$ cat src/rtl/subr_pkg.sv
package subr_pkg;
   typedef enum logic [0:0] {
      ST_IDLE = 1'b0,
      ST_CONV = 1'b1
   } conv_st_e;
endpackage

$ cat src/rtl/therm_count.sv
module therm_count #(
   parameter int N_IN  = 15,
   parameter int CNT_W = 4
) (
   input  logic [N_IN-1:0]  therm,
   output logic [CNT_W-1:0] count
);
   if ((1 << CNT_W) != N_IN + 1) begin : g_bad_width
      $error("therm_count: N_IN must equal 2**CNT_W - 1");
   end

   // Counting ones tolerates bubbles in the thermometer code
   always_comb begin
      count = '0;
      for (int i = 0; i < N_IN; i++) begin
         count = count + CNT_W'(therm[i]);
      end
   end
endmodule

$ cat src/rtl/pass_ctrl.sv
module pass_ctrl
   import subr_pkg::*;
#(
   parameter int PASSES      = 3,
   parameter int SETTLE_CLKS = 4,
   parameter int PIDX_W      = 2
) (
   input  logic              clk,
   input  logic              rst_n,
   input  logic              cnv_go,
   output logic              ready,
   output logic [PIDX_W-1:0] pass_idx,
   output logic              sample_en,
   output logic              last_pass
);
   localparam int SCNT_W = (SETTLE_CLKS > 1) ? $clog2(SETTLE_CLKS) : 1;

   if (SETTLE_CLKS < 1) begin : g_bad_settle
      $error("pass_ctrl: SETTLE_CLKS must be at least 1");
   end
   if (PASSES < 1 || (1 << PIDX_W) < PASSES) begin : g_bad_pass
      $error("pass_ctrl: PIDX_W too narrow for PASSES");
   end

   conv_st_e st_q;
   logic     settle_done;

   assign ready     = (st_q == ST_IDLE);
   assign last_pass = (pass_idx == PIDX_W'(PASSES - 1));
   assign sample_en = (st_q == ST_CONV) && settle_done;

   if (SETTLE_CLKS == 1) begin : g_no_settle
      assign settle_done = 1'b1;
   end else begin : g_settle
      logic [SCNT_W-1:0] scnt_q;
      always_ff @(posedge clk or negedge rst_n) begin
         if (!rst_n) begin
            scnt_q <= '0;
         end else if (st_q == ST_IDLE || settle_done) begin
            scnt_q <= '0;
         end else begin
            scnt_q <= scnt_q + 1'b1;
         end
      end
      assign settle_done = (scnt_q == SCNT_W'(SETTLE_CLKS - 1));
   end

   always_ff @(posedge clk or negedge rst_n) begin
      if (!rst_n) begin
         st_q     <= ST_IDLE;
         pass_idx <= '0;
      end else begin
         case (st_q)
            ST_IDLE: begin
               if (cnv_go) begin
                  st_q     <= ST_CONV;
                  pass_idx <= '0;
               end
            end
            default: begin
               if (sample_en) begin
                  if (last_pass) begin
                     st_q     <= ST_IDLE;
                     pass_idx <= '0;
                  end else begin
                     pass_idx <= pass_idx + 1'b1;
                  end
               end
            end
         endcase
      end
   end

   AST_PASS_RANGE: assert property (@(posedge clk) disable iff (!rst_n)
      int'(pass_idx) < PASSES);
   AST_IDLE_PASS0: assert property (@(posedge clk) disable iff (!rst_n)
      ready |-> pass_idx == '0);
   AST_START_FALL: assert property (@(posedge clk) disable iff (!rst_n)
      $fell(ready) |-> $past(cnv_go));
endmodule

$ cat src/rtl/result_reg.sv
module result_reg #(
   parameter int PASS_BITS = 4,
   parameter int PASSES    = 3,
   parameter int RES_W     = 12,
   parameter int PIDX_W    = 2
) (
   input  logic                 clk,
   input  logic                 rst_n,
   input  logic                 clear_acc,
   input  logic                 converting,
   input  logic                 sample_en,
   input  logic                 last_pass,
   input  logic [PIDX_W-1:0]    pass_idx,
   input  logic [PASS_BITS-1:0] digit,
   input  logic                 cs_n,
   input  logic                 rd_n,
   output logic [RES_W-1:0]     ref_base,
   output logic [RES_W-1:0]     data_out,
   output logic                 data_en
);
   if (RES_W != PASS_BITS * PASSES) begin : g_bad_res
      $error("result_reg: RES_W must equal PASS_BITS*PASSES");
   end

   logic [RES_W-1:0] acc_q, acc_nxt, res_q, low_mask;

   always_comb begin
      int ofs;
      ofs     = (PASSES - 1 - int'(pass_idx)) * PASS_BITS;
      acc_nxt = acc_q;
      acc_nxt[ofs +: PASS_BITS] = digit;
   end

   always_ff @(posedge clk or negedge rst_n) begin
      if (!rst_n) begin
         acc_q <= '0;
         res_q <= '0;
      end else begin
         if (clear_acc) begin
            acc_q <= '0;
         end else if (sample_en) begin
            acc_q <= acc_nxt;
         end
         if (sample_en && last_pass) begin
            res_q <= acc_nxt;
         end
      end
   end

   assign ref_base = acc_q;
   assign data_en  = !cs_n && !rd_n;
   assign data_out = data_en ? res_q : '0;

   assign low_mask = {RES_W{1'b1}} >> (PASS_BITS * int'(pass_idx));

   AST_SEG_PREFIX: assert property (@(posedge clk) disable iff (!rst_n)
      converting |-> (acc_q & low_mask) == '0);
   AST_LATCH_HOLD: assert property (@(posedge clk) disable iff (!rst_n)
      (converting && $past(converting)) |-> $stable(res_q));
   AST_BUS_QUIET: assert property (@(posedge clk) disable iff (!rst_n)
      !data_en |-> data_out == '0);
endmodule

$ cat src/rtl/subrange_seq.sv
module subrange_seq #(
   parameter int PASS_BITS   = 4,
   parameter int PASSES      = 3,
   parameter int SETTLE_CLKS = 4,
   localparam int NCMP   = (1 << PASS_BITS) - 1,
   localparam int RES_W  = PASS_BITS * PASSES,
   localparam int PIDX_W = (PASSES > 1) ? $clog2(PASSES) : 1
) (
   input  logic              clk,
   input  logic              rst_n,
   input  logic              cnv_go,
   input  logic [NCMP-1:0]   cmp_therm,
   input  logic              cs_n,
   input  logic              rd_n,
   output logic              ready,
   output logic [PIDX_W-1:0] pass_idx,
   output logic [RES_W-1:0]  ref_base,
   output logic [RES_W-1:0]  data_out,
   output logic              data_en
);
   if (PASS_BITS < 1 || PASS_BITS > 8) begin : g_bad_bits
      $error("subrange_seq: PASS_BITS out of range");
   end

   logic                 sample_en, last_pass;
   logic [PASS_BITS-1:0] digit;

   pass_ctrl #(
      .PASSES(PASSES), .SETTLE_CLKS(SETTLE_CLKS), .PIDX_W(PIDX_W)
   ) u_ctrl (
      .clk(clk), .rst_n(rst_n), .cnv_go(cnv_go), .ready(ready),
      .pass_idx(pass_idx), .sample_en(sample_en), .last_pass(last_pass)
   );

   therm_count #(.N_IN(NCMP), .CNT_W(PASS_BITS)) u_enc (
      .therm(cmp_therm), .count(digit)
   );

   result_reg #(
      .PASS_BITS(PASS_BITS), .PASSES(PASSES), .RES_W(RES_W), .PIDX_W(PIDX_W)
   ) u_res (
      .clk(clk), .rst_n(rst_n), .clear_acc(cnv_go && ready),
      .converting(!ready), .sample_en(sample_en), .last_pass(last_pass),
      .pass_idx(pass_idx), .digit(digit), .cs_n(cs_n), .rd_n(rd_n),
      .ref_base(ref_base), .data_out(data_out), .data_en(data_en)
   );
endmodule

$ cat config.mk
export PLATFORM = sky130hd
export DESIGN_NAME = subrange_seq
export DESIGN_NICKNAME = d
export VERILOG_FILES = /design/src/rtl/subr_pkg.sv /design/src/rtl/therm_count.sv /design/src/rtl/pass_ctrl.sv /design/src/rtl/result_reg.sv /design/src/rtl/subrange_seq.sv
export SDC_FILE = /design/constraint.sdc
export NUM_CORES = 1
export LEC_CHECK = 0
export BUFFER_PORTS_ARGS = -buffer_cell sky130_fd_sc_hd__buf_4
export CAP_MARGIN = 20
export CORE_MARGIN = 8
export CORE_UTILIZATION = 40
export CTS_CLUSTER_SIZE = 25
export DETAILED_ROUTE_END_ITERATION = 10
export GPL_TIMING_DRIVEN = 0
export PLACE_DENSITY = 0.68
export SYNTH_ARGS = -nofsm -noshare
export SYNTH_HDL_FRONTEND = slang
export SYNTH_SLANG_ARGS = --single-unit
$ cat constraint.sdc
create_clock -name clk -period 5 [get_ports clk]
set_clock_uncertainty 0.2 [all_clocks]
set_input_delay 0.75 -clock clk [delete_from_list [all_inputs] [get_ports clk]]
set_output_delay 0.75 -clock clk [all_outputs]
set_load 0.005 [all_outputs]
Yosys cells after proc, flatten, opt, wreduce, memory -nomap -nowiden

Index checks and enable logic that the tools add are counted.

Register bits after elaboration: 29
Input port bits: 20
Output and inout bits: 28
Logic and storage cells: 52

Add/sub/neg operators: 18
Equal/unequal tests: 3
Shifts and indexed selects: 2
Muxes and demuxes: 13
Bitwise gates (word level): 1
Reductions and logical operators: 10

Operators with widths:

| cell                                                   | number |
|---|---|
| adder 4 x 1 -> 4 bit                                   | 13 |
| two-way mux 12 bit                                     | 3 |
| negation 32 -> 33 bit                                  | 1 |
| variable shift 4 x 33 -> 12 bit (first input constant) | 1 |
| indexed part select 4 x 33 -> 12 bit                   | 1 |
| bitwise mux 12 bit                                     | 1 |
| two-way mux 2 bit                                      | 5 |
| adder 2 x 1 -> 2 bit (second input constant)           | 2 |
| == test 2 bit (second input constant)                  | 2 |
| logical AND 1 bit                                      | 4 |
| two-way mux 1 bit                                      | 4 |
| nonzero test 2 bit                                     | 2 |
| subtractor 2 x 2 -> 3 bit (first input constant)       | 1 |
| adder 1 x 1 -> 2 bit                                   | 1 |
| logical NOT 1 bit                                      | 2 |
| != test 2 x 1 -> 1 bit (second input constant)         | 1 |
| AND reduction 2 bit                                    | 1 |
| logical OR 1 bit                                       | 1 |
| NOT 1 bit                                              | 1 |

Longest topological paths before layout

Depth in word-level cells: 18
Depth in mapped cells: 14

Modules after synthesis

A second synthesis with hierarchy kept.

Cells, all modules: 199
Area total of the unflattened synthesis: 1,896.8 µm²

By module, submodules not included:

| module       | instances | cells an instance | area each (µm²) | sequential area each (µm²) |
|---|---|---|---|---|
| result_reg   | 1         | 140               | 1,313.8         | 600.6 |
| therm_count  | 1         | 36                | 352.8           | 0.0 |
| pass_ctrl    | 1         | 21                | 220.2           | 125.1 |
| subrange_seq | 1         | 2                 | 10.0            | 0.0 |

Worst setup path after synthesis

Ideal clock, no wire load.

Kind: in2reg
Start: in cmp_therm[0]
End: reg u_res.acc_q[2], in the netlist u_res.ref_base[2]
Library setup time: 121 ps
Arrival time: 4,097 ps
Path slack: 582 ps
Cell stages on the path: 12
Cells stage by stage: ha_1 inv_1 fa_1 fa_1 fa_1 fa_1 inv_1 ha_1 fa_1 xor2_1 and2_1 a22o_1

Word-level cells in the longest chain between the ends: 18

Ends and longest elaborated chain:

| what                                 | RTL line           | text |
|---|---|---|
| start, declared                      | subrange_seq.sv:12 | `input logic [NCMP-1:0] cmp_therm,` |
| adder 1 x 1 -> 2 bit                 | therm_count.sv:16  | `count = count + CNT_W'(therm[i]);` |
| adder 4 x 1 -> 4 bit (13 in a row)   | therm_count.sv:16  |  |
| indexed part select 4 x 33 -> 12 bit | result_reg.sv:31   | `acc_nxt[ofs +: PASS_BITS] = digit;` |
| bitwise mux 12 bit                   | result_reg.sv:31   |  |
| two-way mux 12 bit                   | result_reg.sv:41   | `end else if (sample_en) begin` |
| two-way mux 12 bit                   | result_reg.sv:39   | `if (clear_acc) begin` |
| end signal, assigned                 | result_reg.sv:42   | `acc_q <= acc_nxt;` |
| end, declared                        | result_reg.sv:25   | `logic [RES_W-1:0] acc_q, acc_nxt, res_q, low_mask;` |

No other way between the ends. The select of a mux whose other input is x is not followed.
A chain may end at the register's enable or synchronous reset.

Worst setup path after layout

Start: in cmp_therm[0]
End: reg u_res.res_q[11]

Word-level cells in the longest chain between the ends: 16

Ends and longest elaborated chain:

| what                                 | RTL line          | text |
|---|---|---|
| adder 1 x 1 -> 2 bit                 | therm_count.sv:16 |  |
| adder 4 x 1 -> 4 bit (13 in a row)   | therm_count.sv:16 |  |
| indexed part select 4 x 33 -> 12 bit | result_reg.sv:31  |  |
| bitwise mux 12 bit                   | result_reg.sv:31  |  |
| end signal, assigned                 | result_reg.sv:45  | `res_q <= acc_nxt;` |
| end, declared                        | result_reg.sv:25  |  |

No other way between the ends.

==> metrics.md <==
| Metric | Value |
|---|---|
| Outcome | completed |
| Num CTS Buffers | 5 |
| CTS tree | done |
| Critical Path End Type | flop |
| Sequential area share after synthesis | 40.2% |
| Total global routing overflow | 0 |
| Drt via density | 4.86 |
| Die ar. | 6920 µm² |
| Seq cells post-synth | 29 |
| DRT iter0 DRCs | 64 |
| Synthesized Nets | 218 |
| I/O pins | 48 |
| Number of global-route vias before repair | 1417 |
| Antenna violations before repair | 0 |
| RSZ-0062 raised after global routing | false |
| Proportion of layout cells with a drive suffix above 1 | 25.9% |
| ANT cells | 0 |
| Post-Synth Adder-Cell Area | 18.3% |
| Req. time, crit path | 4940 ps |
| Max incr delay on CP | 510 ps |
| Clk Latency, worst-skew pair | 280 ps |
| Tcrit/Tclk final | 89.8% |
| Mapped cell area | 1810 µm² |
| Final setup vio count | 0 |
| Routed Antenna Nets | 0 |
| Power Dens Cells | 536 nW/µm² |
| Hold WC Path Type | input pin to asynchronous set/reset pin |
| Max clock buf depth | 2 |
| Synthesis-to-finish area growth | 29.6% |
| Setup crit start kind | input pin |
| Die X | 83.2 µm |
| Worst path cell trace | buf_4, ha_1, inv_1, fa_1, fa_1, fa_1, fa_1, inv_1, ha_1, a21o_1, a21oi_1, xor2_1, o21ai_0 |
| Slew HR | 64.6% |
| First-pass GRT wire length | 6960 µm |
| GRT Overall Usage | 12.1% |
| Setup TNS | 0 ps |
| Largest net degree at the start of global routing | 30 |
| Post-Syn Instances | 177 |
| Syn Area/Cell | 10.2 µm² |
| Simple-Gate Fraction of Synth Area | 15.2% |
| CTS Hold Bufs | 0 |
| Number of library cell types mapped by synthesis | 28 |
| CP most frequent cell | fa_1 |
| Data arrival time of the critical path | 4430 ps |
| Final Critical Period | 4490 ps |
| # Max-Cap Violations | 0 |
| Clk slew on worst S/H paths | 60 ps |
| Final net count | 272 |
| I/O Buffers | 47 |
| Starting Density | 41.5% |
| DP Wirelength | 3160 µm |
| Gpl congestion | 0.794 |
| Core footprint | 4350 µm² |
| DR WL/cell | 14.2 µm |
| Largest family of logic cells by synthesized area | adder cells |
| Critical-path top delay cell | fa_1 |
| Compound-gate portion of the synthesized area | 16.8% |
| Multiplexer share of the synthesized area | 0% |
| Total leakage power | 1.20 nW |
| Worst slew pin tran | 529 ps |
| Vias | 1380 |
| Clk root buf | clkbuf_8 |
| Cts repair resizes | 0 |
| DRC | 0 |
| Crit Path Class | input pin to flop |
| H-tree Lvls | 2 |
| Final WL | 4030 µm |
| PnR Total Power | 0.00125 W |
| Yosys warning total | 0 |
| Final Hold Fails | 0 |
| DR pass1 iterations | 4 |
| Worst VDD drop | 277 µV |
| Row Count | 24 |
| Xor-xnor portion of the synthesized cell area | 2.36% |
| Post-CTS setup buffer count | 0 |
| Max Transition Viols Final | 0 |
| CP max FO | 3 |
| Fmax | 0.223 GHz |
| Die Ht | 83.2 µm |
| Sink Count | 29 |
-- sequential cells by signal (all words and copies together), names as in the netlist --
register                flops
u_ctrl.st_q                 1
u_res.ref_base             12
u_ctrl.pass_idx             2
u_ctrl.g_settle.scnt_q      2
u_res.res_q                12
-- final timing paths --
check	endpoint	start	slack [ps]	cells past startpoint
max reg2reg	u_res.res_q[7]$_DFFE_PN0P_	u_ctrl.pass_idx[0]$_DFFE_PN0P_	2780	6
min reg2reg	u_ctrl.g_settle.scnt_q[0]$_DFF_PN0_	u_ctrl.g_settle.scnt_q[0]$_DFF_PN0_	240	1
max in group asynchronous	u_res.ref_base[10]$_DFFE_PN0P_	rst_n	4150	1
min in group clk	u_ctrl.g_settle.scnt_q[0]$_DFF_PN0_	u_ctrl.g_settle.scnt_q[0]$_DFF_PN0_	240	1
min	u_ctrl.pass_idx[1]$_DFFE_PN0P_	rst_n	170	1
max	u_res.res_q[11]$_DFFE_PN0P_	cmp_therm[0]	510	13
-- kinds of logic after synthesis --
| logic type | Yosys count |
|---|---|
| AND/OR/NAND/NOR | 46 |
| AO/OA/AOI/OAI | 45 |
| buffers and inverters | 32 |
| flip-flops | 29 |
| adder cells (fa/ha/maj) | 21 |
| XOR/XNOR | 4 |
-- power breakdown --
| group | internal [W] | switching, W |
|---|---|---|
| clock network | 0.000162 | 0.0000909 |
| registers | 0.000331 | 0.0000636 |
| logic | 0.000280 | 0.000327 |
| total | 0.000773 | 0.000481 |
-- routing by layer --
layer | GRT usage (%) | up-vias | share of wire (%)
li1 | - | 708 | -
met1 | 14.3 | 629 | 43
met2 | 18.8 | 32 | 47
met3 | 4.98 | 11 | 7.2
met4 | 5.43 | 0 | 2.5
met5 | 0 | - | 0
-- layout make-up --
cell class,count,area [µm²]
fill,390,2010
multi-input combinational,116,952
sequential,29,726
timing repair buffer,47,353
inverter,26,97.6
clock buffer,7,86.3
tap,52,65.1
clock inverter,1,30.0
buffer,6,30.0
-- cell usage in the layout (no fill, tap or decap), types with 2 or more instances in the layout --
cell,netlist,final
nand2_1,9,9
buf_4,2,49
clkbuf_1,4,5
a22o_1,5,5
ha_1,12,12
dfrtp_1,29,29
nor2_1,4,4
a21oi_1,16,16
o21ai_1,3,3
nand3_1,3,3
o21ai_0,8,8
clkbuf_8,0,6
xor2_1,2,2
inv_1,25,25
nor2b_1,10,10
and2_1,14,14
nor3b_1,3,3
fa_1,9,9
a32o_1,9,9
-- critical path: cells and delay by family --
family	cells	cell delay [ps]
AOI/OAI and AO/OA	3	560
xor gates and xnor gates	1	410
adders and majority gates	6	2460
buffers and inverters	3	250
-- metrics by stage --
step	hold WS (ps)	utilization, %	instance area (µm²)	setup WS [ps]	std cells
floorplan	210	-	1810	582	177
global placement	223	51.1	2220	211	276
detailed placement	232	51.1	2220	192	276
CTS	183	53.7	2340	485	284
global route	207	53.7	2340	347	284
finish	173	53.7	2340	512	284
-- synthesized netlist by cell type --
library cell  number  area (µm²)
dfrtp_1           29         726
inv_1             25        93.8
a21oi_1           16        80.1
and2_1            14        87.6
ha_1              12         150
nor2b_1           10        62.6
a32o_1             9        90.1
fa_1               9         180
nand2_1            9        33.8
o21ai_0            8        40.0
a22o_1             5        43.8
clkbuf_1           4        15.0
nor2_1             4        15.0
nand3_1            3        15.0
nor3b_1            3        22.5
o21ai_1            3        15.0
buf_4              2        15.0
xor2_1             2        17.5
a21o_1             1        7.51
and4_1             1        8.76
inv_2              1        3.75
nand2b_1           1        6.26
nor4b_4            1        23.8
o21a_1             1        7.51
o31ai_1            1        7.51
o31ai_2            1        12.5
xnor2_1            1        8.76
xor2_2             1        16.3
Power figures use the tool's default switching activity.
